## src/rtl/seg_pkg.sv

```systemverilog
package seg_pkg;
    localparam int VA_W = 32;

    typedef enum logic [2:0] {
        EXC_NONE     = 3'd0,
        EXC_ADDR_LD  = 3'd1,
        EXC_ADDR_ST  = 3'd2,
        EXC_TLB_LD   = 3'd3,
        EXC_TLB_ST   = 3'd4,
        EXC_TLB_MOD  = 3'd5
    } exc_e;

    typedef enum logic [1:0] {
        TLB_HIT     = 2'd0,
        TLB_MISS    = 2'd1,
        TLB_INVALID = 2'd2,
        TLB_WPROT   = 2'd3
    } tlb_res_e;

    typedef enum logic [2:0] {
        WIN_USER   = 3'd0,
        WIN_KDIR0  = 3'd1,
        WIN_KDIR1  = 3'd2,
        WIN_SUPMAP = 3'd3,
        WIN_KMAP   = 3'd4
    } win_e;

    localparam logic [VA_W-1:0] KDIR0_BASE = 32'h8000_0000;
    localparam logic [VA_W-1:0] KDIR1_BASE = 32'hA000_0000;

    typedef struct packed {
        logic            valid;
        logic            ok;
        logic [VA_W-1:0] paddr;
        exc_e            exc;
        logic            refill;
        logic            upd_en;
        logic [VA_W-1:0] badva;
        logic [VA_W-1:0] ctx;
        logic [VA_W-1:0] hi;
    } res_t;
endpackage

```

## src/rtl/seg_classify.sv

```systemverilog
module seg_classify
    import seg_pkg::*;
(
    input  logic [VA_W-1:0] addr,
    input  logic [1:0]      mode,
    input  logic            err_level,
    output win_e            win,
    output logic            allowed,
    output logic            mapped,
    output logic [VA_W-1:0] direct_pa
);
    logic is_kernel;
    logic is_super;

    always_comb begin
        is_kernel = (mode == 2'b00);
        is_super  = (mode == 2'b01);
        win       = WIN_USER;
        allowed   = 1'b0;
        mapped    = 1'b0;
        direct_pa = '0;
        unique case (addr[31:29])
            3'b000, 3'b001, 3'b010, 3'b011: begin
                win       = WIN_USER;
                allowed   = 1'b1;
                mapped    = !err_level;
                direct_pa = addr;
            end
            3'b100: begin
                win       = WIN_KDIR0;
                allowed   = is_kernel;
                direct_pa = addr - KDIR0_BASE;
            end
            3'b101: begin
                win       = WIN_KDIR1;
                allowed   = is_kernel;
                direct_pa = addr - KDIR1_BASE;
            end
            3'b110: begin
                win     = WIN_SUPMAP;
                allowed = is_kernel || is_super;
                mapped  = 1'b1;
            end
            default: begin
                win     = WIN_KMAP;
                allowed = is_kernel;
                mapped  = 1'b1;
            end
        endcase
    end
endmodule

```

## src/rtl/seg_fault_map.sv

```systemverilog
module seg_fault_map
    import seg_pkg::*;
(
    input  logic     allowed,
    input  logic     mapped,
    input  logic     is_write,
    input  tlb_res_e tlb_res,
    output exc_e     exc,
    output logic     refill
);
    always_comb begin
        exc    = EXC_NONE;
        refill = 1'b0;
        if (!allowed) begin
            exc = is_write ? EXC_ADDR_ST : EXC_ADDR_LD;
        end else if (mapped) begin
            unique case (tlb_res)
                TLB_HIT:     exc = EXC_NONE;
                TLB_MISS: begin
                    exc    = is_write ? EXC_TLB_ST : EXC_TLB_LD;
                    refill = 1'b1;
                end
                TLB_INVALID: exc = is_write ? EXC_TLB_ST : EXC_TLB_LD;
                default:     exc = EXC_TLB_MOD;
            endcase
        end
    end
endmodule

```

## src/rtl/seg_fault_regs.sv

```systemverilog
module seg_fault_regs
    import seg_pkg::*;
#(
    parameter int PAGE_SHIFT = 12,
    parameter int ID_W       = 8
) (
    input  logic [VA_W-1:0] addr,
    input  logic [VA_W-1:0] cur_ctx,
    input  logic [VA_W-1:0] cur_hi,
    output logic [VA_W-1:0] badva,
    output logic [VA_W-1:0] ctx,
    output logic [VA_W-1:0] hi
);
    localparam int              CTX_SHIFT = 9;
    localparam logic [VA_W-1:0] CTX_MASK  = 32'h007F_FFF0;
    localparam logic [VA_W-1:0] PAIR_MASK = ~((32'd1 << (PAGE_SHIFT + 1)) - 32'd1);
    localparam logic [VA_W-1:0] ID_MASK   = (32'd1 << ID_W) - 32'd1;

    always_comb begin
        badva = addr;
        ctx   = (cur_ctx & ~CTX_MASK) | ((addr >> CTX_SHIFT) & CTX_MASK);
        hi    = (addr & PAIR_MASK) | (cur_hi & ID_MASK);
    end
endmodule

```

## src/rtl/seg_xlate.sv

```systemverilog
module seg_xlate
    import seg_pkg::*;
#(
    parameter int PAGE_SHIFT = 12,
    parameter int ID_W       = 8
) (
    input  logic        clk,
    input  logic        rst_n,
    input  logic        req_valid,
    input  logic [31:0] req_addr,
    input  logic        req_write,
    input  logic [1:0]  priv_mode,
    input  logic        err_level,
    output logic        tlb_req,
    input  logic [1:0]  tlb_status,
    input  logic [31:0] tlb_paddr,
    input  logic [31:0] cur_ctx,
    input  logic [31:0] cur_hi,
    output logic        out_valid,
    output logic        out_ok,
    output logic [31:0] out_paddr,
    output logic [2:0]  out_exc,
    output logic        out_refill,
    output logic        upd_en,
    output logic [31:0] upd_badva,
    output logic [31:0] upd_ctx,
    output logic [31:0] upd_hi
);
    win_e            win;
    logic            allowed;
    logic            mapped;
    logic [VA_W-1:0] direct_pa;
    exc_e            exc;
    logic            refill;
    logic [VA_W-1:0] nbadva, nctx, nhi;
    res_t            res_d, res_q;

    seg_classify u_cls (
        .addr      (req_addr),
        .mode      (priv_mode),
        .err_level (err_level),
        .win       (win),
        .allowed   (allowed),
        .mapped    (mapped),
        .direct_pa (direct_pa)
    );

    seg_fault_map u_map (
        .allowed  (allowed),
        .mapped   (mapped),
        .is_write (req_write),
        .tlb_res  (tlb_res_e'(tlb_status)),
        .exc      (exc),
        .refill   (refill)
    );

    seg_fault_regs #(.PAGE_SHIFT(PAGE_SHIFT), .ID_W(ID_W)) u_regs (
        .addr    (req_addr),
        .cur_ctx (cur_ctx),
        .cur_hi  (cur_hi),
        .badva   (nbadva),
        .ctx     (nctx),
        .hi      (nhi)
    );

    assign tlb_req = req_valid && allowed && mapped;

    always_comb begin
        res_d        = '0;
        res_d.exc    = EXC_NONE;
        res_d.valid  = req_valid;
        if (req_valid) begin
            if (exc == EXC_NONE) begin
                res_d.ok    = 1'b1;
                res_d.paddr = mapped ? tlb_paddr : direct_pa;
            end else begin
                res_d.exc    = exc;
                res_d.refill = refill;
                res_d.upd_en = 1'b1;
                res_d.badva  = nbadva;
                res_d.ctx    = nctx;
                res_d.hi     = nhi;
            end
        end
    end

    always_ff @(posedge clk) begin
        if (!rst_n) begin
            res_q     <= '0;
            res_q.exc <= EXC_NONE;
        end else begin
            res_q <= res_d;
        end
    end

    assign out_valid  = res_q.valid;
    assign out_ok     = res_q.ok;
    assign out_paddr  = res_q.paddr;
    assign out_exc    = res_q.exc;
    assign out_refill = res_q.refill;
    assign upd_en     = res_q.upd_en;
    assign upd_badva  = res_q.badva;
    assign upd_ctx    = res_q.ctx;
    assign upd_hi     = res_q.hi;
endmodule

```

## config.mk

```make
export PLATFORM = sky130hd
export DESIGN_NAME = seg_xlate
export DESIGN_NICKNAME = d
export VERILOG_FILES = /design/src/rtl/seg_pkg.sv /design/src/rtl/seg_classify.sv /design/src/rtl/seg_fault_map.sv /design/src/rtl/seg_fault_regs.sv /design/src/rtl/seg_xlate.sv
export SDC_FILE = /design/constraint.sdc
export NUM_CORES = 1
export LEC_CHECK = 0
export BUFFER_PORTS_ARGS = -buffer_cell sky130_fd_sc_hd__buf_4
export CORE_MARGIN = 10
export CORE_UTILIZATION = 47
export DETAILED_ROUTE_END_ITERATION = 8
export GPL_TIMING_DRIVEN = 1
export PLACE_DENSITY = 0.91
export SLEW_MARGIN = 20
export SYNTH_ARGS = -nofsm -noshare
export SYNTH_HDL_FRONTEND = slang
export SYNTH_HIERARCHICAL = 1
export SYNTH_SLANG_ARGS = --single-unit
```

## constraint.sdc

```tcl
create_clock -name clk -period 3.1 [get_ports clk]
set_input_delay 0.62 -clock clk [delete_from_list [all_inputs] [get_ports clk]]
set_output_delay 0.62 -clock clk [all_outputs]
set_load 0.02 [all_outputs]
```

# Yosys cells after proc, flatten, opt, wreduce, memory -nomap -nowiden
# Cells that the tools add are included.
op_classes:
  n_div: 0
  n_shift: 0
  n_reduce_logical: 15
  addsub: 2
  order_cmp: 0
  mux: 12
  bitwise: 6
  n_mul: 0
  n_eq_ne: 9
ops:
  columns: ["cell", "n"]
  rows:
  - ["$mux 97", 1]
  - ["$pmux 32 s3", 1]
  - ["$sub 32x32->32 const B", 2]
  - ["$mux 33", 1]
  - ["$mux 32", 1]
  - ["$or 32x23->32", 1]
  - ["$or 32x8->32", 1]
  - ["$eq 3x3->1 const B", 3]
  - ["$mux 3", 3]
  - ["$eq 3x2->1 const B", 2]
  - ["$logic_not 3->1", 2]
  - ["$pmux 3 s2", 1]
  - ["$reduce_or 5->1", 1]
  - ["$eq 2x1->1 const B", 2]
  - ["$logic_not 2->1", 2]
  - ["$not 1->1", 4]
  - ["$pmux 1 s2", 2]
  - ["$reduce_or 2->1", 2]
  - ["$reduce_or 4->1", 1]
  - ["$eq 3x1->1 const B", 1]
  - ["$reduce_and 3->1", 1]
  - ["$reduce_or 3->1", 1]
  - ["$eq 2x2->1 const B", 1]
  - ["$logic_and 1x1->1", 2]
  - ["5 further kinds", 5]
word_totals:
  latchBits: 0
  ram_bits: 0
  output_inout_bits: 136
  elab_cells: 53
  memories: 0
  input_bits: 137
  reg_bits: 135
  mem_bits_ro: 0

# Logic depth before layout (Yosys ltp)
# Gate-level depths: netlist (run 1).
depth:
  ltp_word: 7
  ltp_mapped: 12
  mapped_depth_nobuf: 9

# Cells and area by module
# The synthesis (run 1) kept the hierarchy.
modules_own_cells:
  columns: ["mod", "n_inst", "area_per_inst_um2", "cells_each", "seq_area_each_um2"]
  rows:
  - ["seg_xlate", 1, 4190.3, 326, 2702.6]
  - ["seg_fault_regs", 1, 724.4, 97, 0.0]
  - ["seg_classify", 1, 417.9, 61, 0.0]
  - ["seg_fault_map", 1, 86.3, 13, 0.0]

# Least setup slack after synthesis (run 1)
# OpenSTA, ideal clock, no wires.
synth_timing:
  kind: "input to output"
  startpoint: "in req_addr[29]"
  endpoint: "out tlb_req"
  required_time_ps: 2480
  path_buffers: 3
  arrival_ps: 2236
  slack_ps: 244
  path_stages: 9
  path_cell_list: "inv_1 ha_1 nor2_1 o21ai_4 buf_6 o21ai_0 buf_2 buf_2 and3_1"
synth_via:
  elab_cells_between_ends: 13
  classes_between: "eq/ne (6); mux (2); reduce/logical (5)"
synth_rtl:
  columns: ["item", "line_no", "text"]
  rows:
  - ["start: declaration", "seg_xlate.sv:10", "input logic [31:0] req_addr,"]
  - ["$eq 3x1->1 (tied with other cells)", "seg_classify.sv:22", "unique case (addr[31:29])"]
  - ["$reduce_or 4->1 / $reduce_or 2->1 (equally long branches)", null, null]
  - ["$pmux 1 s2 (*)", "seg_classify.sv:22", null]
  - ["named net mapped", "seg_xlate.sv:31", "logic mapped;"]
  - ["$logic_and 1x1->1 (*)", "seg_xlate.sv:66", "assign tlb_req = req_valid && allowed && mapped;"]
  - ["end: declaration", "seg_xlate.sv:14", "output logic tlb_req,"]
# Mark *: on every way through the listed nets, which the timed path passes. The rest lies on a longest branch.

# Final worst setup path (run 1)
layout_timing:
  startpoint: "in req_addr[30]"
  endpoint: "reg res_q (netlist bit upd_badva[13])"
layout_via:
  elab_cells_between_ends: 15
  classes_between: "eq/ne (6); mux (4); reduce/logical (5)"
layout_rtl:
  columns: ["item", "line_no", "text"]
  rows:
  - ["$eq 3x1->1 (tied with other cells)", "seg_classify.sv:22", null]
  - ["$reduce_or 4->1", "seg_classify.sv:22", null]
  - ["$pmux 1 s2 (*)", "seg_classify.sv:22", null]
  - ["named net allowed", "seg_xlate.sv:30", "logic allowed;"]
  - ["$mux 3 (*)", "seg_fault_map.sv:14", "if (!allowed) begin"]
  - ["named net exc[1]", "seg_xlate.sv:33", "exc_e exc;"]
  - ["$logic_not 3->1 (*)", "seg_xlate.sv:73", "if (exc == EXC_NONE) begin"]
  - ["$reduce_or 3->1 (no line) (*)", null, null]
  - ["end signal: assignment", "seg_xlate.sv:92", "res_q <= res_d;"]
  - ["end: declaration", "seg_xlate.sv:36", "res_t res_d, res_q;"]
# Marked as above.
# A chain may end at the register's enable or synchronous reset.

==> results of run 1 <==
-- routing by layer --
metal / track usage / wire length (um) / vias up
met5: 0 / 0 / -
met4: 0.07368 / 274 / 0
met3: 0.09016 / 1571 / 19
met2: 0.2925 / 7112 / 153
met1: 0.1546 / 4663 / 1663
li1: - / - / 1732
-- final timing paths --
check                         from            end  slack [ps]  cells after the start
worst max-delay path  req_addr[30]  upd_badva[13]         330                      9
worst min-delay path    cur_ctx[3]     upd_ctx[3]         400                      2
-- sequential cells by signal, summed over array words and instances (netlist names) --
| signal | flops |
|---|---|
| out_paddr | 32 |
| upd_badva | 32 |
| upd_ctx | 32 |
| upd_hi | 32 |
| out_exc | 3 |
| out_ok | 1 |
| out_refill | 1 |
| out_valid | 1 |
| upd_en | 1 |
-- through the flow --
stage / power, uW / TNS, ps
final: 4620 / 0
after global routing: 4793 / 0
after CTS: 4661 / 0
after detailed placement: 2544 / -2821
after global placement: 2520 / 0
after floorplan: 2347 / 0
-- power groups by stage --
stage | combinational, uW | clock, uW | sequential [uW]
2_1_floorplan | 364 | 0 | 1980
3_3_place_gp | 644 | 0 | 1880
3_5_place_dp | 664 | 0 | 1880
4_1_cts | 667 | 2150 | 1840
5_1_grt | 712 | 2230 | 1850
6_report | 659 | 2120 | 1840
-- final cells by class --
type	instances	area [um^2]	share of cell area
sequential	135	2703	0.3811
multi-input combinational	237	1807	0.2548
timing repair buffer	232	1754	0.2474
clock buffer	20	456.7	0.06440
tap	143	178.9	0.02523
clock inverter	12	173.9	0.02452
inverter	5	18.77	0.002646
==> flow_metrics.py, run 1 <==
metrics = {
    "finish": {
        "final_area_um2": 7092,
        "final_cell_mix": "buf_4 (231), dfxtp_1 (135), and2_1 (106), mux2i_1 (33), nor3_2 (29)",
        "final_cells": 784,
        "layout_commonest_cell": "buf_4",
        "post-route-util": 0.6264,
        "syn_to_final_growth_pct": 31.36,
        "diodes": 0,
        "final_nets": 772,
        "fillCellCount": 891,
        "drive_gt1_frac": 0.4961,
    },
    "global_routing": {
        "antenna_found_initial": 0,
        "track_usage": 0.1657,
        "grt_pass1_vias": 3890,
        "grt_overflow": 0,
        "grt_pass1_wl_um": 21090,
        "grt_max_degree": 99,
    },
    "pwr": {
        "vdd_ir_drop_max_mv": 0.5608,
        "power.share.clock": 0.459,
        "power_frac_seq": 0.399,
        "p_leak_uw": 0.003425,
        "p_per_area_nw_per_um2": 651.5,
        "p_switching_uw": 1113,
        "internal_power_uw": 3507,
        "pwr-share-comb": 0.143,
        "power_switching_share": 0.2410,
    },
    "die": {
        "num_io_pins": 273,
        "dieArea_um2": 16170,
        "num_rows": 39,
        "start_util": 0.4769,
        "die_x_um": 127.2,
        "die_h_um": 127.2,
        "core-area_um2": 11320,
    },
    "critical_path": {
        "critPathRequiredTime_ps": 3450,
        "critPathTopFamily": "compound AO/OA/AOI/OAI gates",
        "worst-path-buf-inv": 2,
        "crit_slowest_cell": "o311a_4",
        "critPathKind": "primary input to flip-flop",
        "critPathMaxFanout": 98,
        "worstPathArrival_ps": 3130,
        "path_cells": "buf_4, inv_1, ha_1, nor3_1, o221ai_1, nand3_1, mux2i_1, o311a_4, and2_4",
        "cpPeakStageDelay_ps": 770,
        "critPathLaunchType": "primary input",
        "cp-end-kind": "flip-flop",
    },
    "sta": {
        "final.period_utilization": 0.8947,
        "finalHoldViolCount": 0,
        "holdWs_ps": 402.7,
        "rsz0062_at_grt": "false",
        "finalSetupViolCount": 0,
        "drv_slew": 0,
        "relSlewSlack": 0.3103,
        "worst_slack_ps": 326.4,
        "worst_slew_pin_slew_ps": 1031,
        "fin_crit_ps": 2774,
        "fmax_mhz": 360.5,
    },
    "detailed_routing": {
        "wirelength_um": 13620,
        "dr.pass1.iters": 4,
        "viasPerCell": 4.550,
        "drtIter0Drc": 139,
        "wire_per_inst_um": 17.37,
        "route.detailed.drc": 0,
        "ant_nets": 0,
        "vias": 3567,
    },
    "cts": {
        "clockRootBuffer": "clkbuf_16",
        "cts_resized": 0,
        "clock-sinks": 135,
        "numCtsBuffers": 17,
        "cts_hold_buf": 0,
        "cts_max_level": 4,
        "cts_setup_buffers": 0,
        "ctsLongestPathBuffers": 2,
        "cts_tree": "done",
        "cts.clk_slew.worst_paths_ps": 60,
    },
    "min_path": {
        "hold_class": "primary input to flip-flop",
    },
    "placed_design": {
        "placedCellCount": 752,
        "globalplace.congestion": 0.7781,
        "dpl.hpwl_um": 10100,
        "port_buffers": 229,
        "place_area_um2": 6461,
        "place_worst_setup_slack_ps": -61.81,
    },
    "run_status": {
        "status": "finished, final reports clean",
    },
    "synth": {
        "yosys_warnings": 6,
        "syn_avg_cell_area_um2": 10.93,
        "syn_inst": 494,
        "syn-cell-area_um2": 5399,
    },
    "job": {
        "drv_cap": 0,
    },
}
(Power assumes the default switching activity.)
==> run 2, diff against run 1 <==
--- a/config.mk
+++ b/config.mk
@@ -6,11 +6,12 @@
 export NUM_CORES = 1
 export LEC_CHECK = 0
 export BUFFER_PORTS_ARGS = -buffer_cell sky130_fd_sc_hd__buf_4
+export CAP_MARGIN = 30
 export CORE_MARGIN = 10
-export CORE_UTILIZATION = 47
+export CORE_UTILIZATION = 42
 export DETAILED_ROUTE_END_ITERATION = 8
 export GPL_TIMING_DRIVEN = 1
-export PLACE_DENSITY = 0.91
+export PLACE_DENSITY = 0.86
 export SLEW_MARGIN = 20
 export SYNTH_ARGS = -nofsm -noshare
 export SYNTH_HDL_FRONTEND = slang
==> constraint.sdc (replaced) <==
create_clock -name clk -period 2.3 [get_ports clk]
set_input_delay 0.46 -clock clk [delete_from_list [all_inputs] [get_ports clk]]
set_output_delay 0.46 -clock clk [all_outputs]
set_load 0.02 [all_outputs]
==> flow_metrics.py, run 2 (same netlist as run 1, synthesis figures left out) <==
metrics = {
    "cts": {
        "numCtsBuffers": 17,
        "cts_max_level": 4,
        "ctsLongestPathBuffers": 2,
        "cts_tree": "done",
        "clockRootBuffer": "clkbuf_16",
        "cts.clk_slew.worst_paths_ps": 60,
        "clock-sinks": 135,
        "cts_hold_buf": 0,
    },
    "critical_path": {
        "crit_top_cell": "buf_4",
        "critPathMaxFanout": 5,
        "worst-path-buf-inv": 5,
        "cpPeakStageDelay_ps": 220,
        "critPathRequiredTime_ps": 1840,
        "path_cells": "buf_4, inv_1, ha_1, buf_4, nor2_2, o21ai_4, o21ai_4, buf_12, and3_4, buf_4",
        "critPathLaunchType": "primary input",
        "critPathTopFamily": "buffers and inverters",
        "critPathKind": "primary input to output port",
        "crit_slowest_cell": "ha_1",
        "worstPathArrival_ps": 1760,
        "cp-end-kind": "output port",
    },
    "finish": {
        "multi_input_area_um2": 1828,
        "seqCellArea_um2": 2703,
        "drive_gt1_frac": 0.5145,
        "diodes": 0,
        "syn_to_final_growth_pct": 34.83,
        "final_cell_mix": "buf_4 (242), dfxtp_1 (135), and2_1 (106), mux2i_1 (33), nor3_2 (30)",
        "final_nets": 788,
        "layout_commonest_cell": "buf_4",
        "final_cells": 829,
        "fillCellCount": 1081,
    },
    "pwr": {
        "p_leak_uw": 0.003507,
        "pwr-share-comb": 0.158,
        "power_switching_share": 0.2509,
        "power_frac_seq": 0.412,
        "internal_power_uw": 4519,
        "power.share.clock": 0.430,
        "vdd_ir_drop_max_mv": 0.5140,
        "p_switching_uw": 1514,
        "p_per_area_nw_per_um2": 828.7,
    },
    "run_status": {
        "status": "finished, final reports clean",
    },
    "global_routing": {
        "track_usage": 0.1558,
        "grt_overflow": 0,
        "grt_use_met3": 0.08383,
        "grt_pass1_vias": 3974,
        "grt_max_degree": 56,
        "grt_pass1_wl_um": 21460,
        "grt_util_met1": 0.1491,
        "grt-busiest-layer": "met2",
        "antenna_found_initial": 0,
        "grt_util_met2": 0.2715,
    },
    "placed_design": {
        "port_buffers": 229,
        "place_worst_setup_slack_ps": -228.9,
        "placedCellCount": 796,
        "globalplace.congestion": 0.7501,
        "dpl.hpwl_um": 10840,
    },
    "sta": {
        "worst_slack_ps": 81.85,
        "fmax_mhz": 450.8,
        "rsz0062_at_grt": "false",
        "tns_ps": 0,
        "final.period_utilization": 0.9644,
        "finalHoldViolCount": 0,
        "holdWs_ps": 247.7,
        "fin_crit_ps": 2218,
        "finalSetupViolCount": 0,
        "drv_slew": 0,
    },
    "min_path": {
        "hold_class": "primary input to flip-flop",
    },
    "detailed_routing": {
        "wirelength_um": 14080,
        "ant_nets": 0,
        "vias": 3606,
        "wire_per_inst_um": 16.99,
        "dr.pass1.iters": 4,
        "viasPerCell": 4.350,
        "route.detailed.drc": 0,
        "drtIter0Drc": 121,
    },
    "die": {
        "num_rows": 41,
        "die_x_um": 133.4,
        "dieArea_um2": 17790,
        "num_io_pins": 273,
        "core-area_um2": 12620,
        "start_util": 0.4278,
        "die_h_um": 133.4,
    },
    "job": {
        "drv_cap": 0,
    },
}
-- run 2: timing repair --
| item | in CTS | in global routing |
|---|---|---|
| resized for setup | 3 | 1 |
| pin swaps | 0 | 0 |
| setup buffers | 0 | 1 |
| endpoints found under the setup margin | 1 | 1 |
-- run 2: final cells by class --
cell class	count	share of cell area
Sequential cell	135	0.3713
Clock buffer	23	0.06703
Multi-Input combinational cell	237	0.2511
Clock inverter	9	0.01238
Timing Repair Buffer	248	0.2661
Inverter	5	0.002578
Tap cell	172	0.02956
-- run 2: worst paths after layout --
| kind | startpoint | cells past startpoint | endpoint | slack, ps |
|---|---|---|---|---|
| setup / recovery | req_addr[29] | 10 | tlb_req | 80 |
| hold / removal | cur_ctx[28] | 2 | upd_ctx[28] | 250 |
-- run 2: metrics by stage --
step | instance area [um^2] | util | power [uW]
2_1_floorplan | 5439 | - | 3171
3_3_place_gp | 6676 | 0.5291 | 3463
3_5_place_dp | 6676 | 0.5291 | 3493
4_1_cts | 7267 | 0.5758 | 6123
5_1_grt | 7279 | 0.5768 | 6293
6_report | 7279 | 0.5768 | 6032
-- run 2: metal layers --
metal  up-vias  share of wire
met2       153           0.50
li1       1767              -
met3        19          0.099
met5         -              0
met4         0          0.022
met1      1667           0.37
-- run 2: power groups by stage --
stage | Combinational [uW] | Sequential [uW] | Clock (uW)
2_1_floorplan | 498 | 2670 | 0
3_3_place_gp | 933 | 2530 | 0
3_5_place_dp | 958 | 2540 | 0
4_1_cts | 966 | 2490 | 2670
5_1_grt | 1020 | 2490 | 2780
6_report | 955 | 2480 | 2590
==> run 3, diff against run 2 <==
--- a/config.mk
+++ b/config.mk
@@ -7,6 +7,7 @@
 export LEC_CHECK = 0
 export BUFFER_PORTS_ARGS = -buffer_cell sky130_fd_sc_hd__buf_4
 export CAP_MARGIN = 30
+export CORE_ASPECT_RATIO = 1.4
 export CORE_MARGIN = 10
 export CORE_UTILIZATION = 42
 export DETAILED_ROUTE_END_ITERATION = 8
==> flow_metrics.py, run 3 (same netlist as run 1, synthesis figures left out) <==
metrics = {
    "finish": {
        "diodes": 0,
        "final_cell_mix": "buf_4 (240), dfxtp_1 (135), and2_1 (106), mux2i_1 (33), nor3_2 (30)",
        "syn_to_final_growth_pct": 33.28,
        "drive_gt1_frac": 0.5153,
        "layout_commonest_cell": "buf_4",
        "final_nets": 785,
        "fillCellCount": 1031,
        "final_cells": 804,
    },
    "die": {
        "die_h_um": 154.2,
        "dieArea_um2": 17850,
        "die_x_um": 115.8,
        "num_io_pins": 273,
        "num_rows": 48,
        "core-area_um2": 12490,
        "start_util": 0.4322,
    },
    "detailed_routing": {
        "ant_nets": 0,
        "vias": 3639,
        "dr.pass1.iters": 4,
        "viasPerCell": 4.526,
        "route.detailed.drc": 0,
        "wire_per_inst_um": 17.57,
        "drtIter0Drc": 157,
        "wirelength_um": 14120,
    },
    "global_routing": {
        "grt_pass1_vias": 3943,
        "grt_overflow": 0,
        "grt_pass1_wl_um": 21050,
        "antenna_found_initial": 0,
        "track_usage": 0.1534,
        "grt_max_degree": 54,
    },
    "sta": {
        "final.period_utilization": 0.9545,
        "rsz0062_at_grt": "false",
        "worst_slew_pin_slew_ps": 586.6,
        "tns_ps": 0,
        "finalHoldViolCount": 0,
        "fin_crit_ps": 2195,
        "worst_slack_ps": 104.6,
        "fmax_mhz": 455.5,
        "drv_slew": 0,
        "holdWs_ps": 255.9,
        "finalSetupViolCount": 0,
        "relSlewSlack": 0.6089,
    },
    "cts": {
        "clock-sinks": 135,
        "cts_max_level": 4,
        "cts_setup_buffers": 0,
        "cts_tree": "done",
        "numCtsBuffers": 17,
        "cts.clk_slew.worst_paths_ps": 60,
        "ctsLongestPathBuffers": 2,
        "cts_resized": 0,
        "clockRootBuffer": "clkbuf_16",
        "cts_hold_buf": 0,
    },
    "min_path": {
        "min-delay-start": "cur_hi[2]",
        "hold-path-cell-count": 2,
        "min_to": "upd_hi[2]",
        "hold_class": "primary input to flip-flop",
    },
    "pwr": {
        "internal_power_uw": 4387,
        "p_per_area_nw_per_um2": 825.8,
        "power_switching_share": 0.2617,
        "p_leak_uw": 0.003459,
        "vdd_ir_drop_max_mv": 0.4205,
        "p_switching_uw": 1555,
        "power.share.clock": 0.424,
        "power_frac_seq": 0.418,
        "pwr-share-comb": 0.158,
    },
    "placed_design": {
        "port_buffers": 229,
        "placedCellCount": 772,
        "globalplace.congestion": 0.7730,
        "dpl.hpwl_um": 11020,
        "place_worst_setup_slack_ps": -306.1,
    },
    "critical_path": {
        "crit_slowest_cell": "ha_2",
        "critPathMaxFanout": 7,
        "worstPathArrival_ps": 1740,
        "critPathKind": "primary input to output port",
        "crit_top_cell": "buf_4",
        "path_cells": "buf_4, inv_1, ha_2, buf_4, nor2_4, o21ai_4, o21ai_4, buf_4, and3_4, buf_4",
        "critPathLaunchType": "primary input",
        "cp-end-kind": "output port",
        "cpPeakStageDelay_ps": 200,
        "critPathRequiredTime_ps": 1840,
    },
    "job": {
        "drv_cap": 0,
    },
    "run_status": {
        "status": "finished, final reports clean",
    },
}
-- run 3: cell count changes in the layout (fill, tap and decap cells not counted), sizes merged --
cell,change
buf,-3
clkinv,+1
clkbuf,-5
clkinvlp,+4
-- run 3: routing by layer --
metal,share of wire,up-vias,global-route usage
met5,0,-,0
met4,0.028,0,0.07711
met3,0.10,29,0.07243
met2,0.55,163,0.2861
met1,0.32,1690,0.1293
li1,-,1757,-
-- run 3: metrics by stage --
| step | power [uW] | cell area, um^2 | util |
|---|---|---|---|
| final | 5942 | 7196 | 0.5760 |
| after global placement | 3447 | 6621 | 0.5300 |
| after floorplan | 3171 | 5439 | - |
| after global routing | 6192 | 7196 | 0.5760 |
| after detailed placement | 3477 | 6621 | 0.5300 |
| after CTS | 6003 | 7179 | 0.5747 |
-- run 3: power by group through the flow --
stage	sequential (uW)	clock (uW)	combinational, uW
floorplan	2670	0	498
global placement	2530	0	918
detailed placement	2530	0	944
CTS	2480	2570	947
global route	2490	2690	1010
finish	2480	2520	941
-- run 3: worst max-delay path, delay by kind of cell --
kind                       cells  cell delay, ps
adders and majority gates      1             200
AOI/OAI and AO/OA              2             150
and+or+nand+nor                2             290
buffers and inverters          5             630
-- run 3: final cells by class --
type / count / area, um^2 / share of cell area
clock buffers: 18 / 429.2 / 0.05964
repair buffers: 245 / 1893 / 0.2631
well taps: 150 / 187.7 / 0.02608
clock inverters: 14 / 128.9 / 0.01791
flip-flops and latches: 135 / 2703 / 0.3756
inverters: 5 / 18.77 / 0.002608
multi-input cells: 237 / 1836 / 0.2551
-- run 3: worst max path at each step --
stage	startpoint	to	depth (start not counted)
floorplan	req_addr[29]	upd_badva[10]	12
global placement	req_addr[29]	out_paddr[19]	10
detailed placement	req_addr[29]	out_paddr[23]	10
CTS	req_addr[29]	tlb_req	8
global route	req_addr[29]	tlb_req	10
finish	req_addr[29]	tlb_req	10
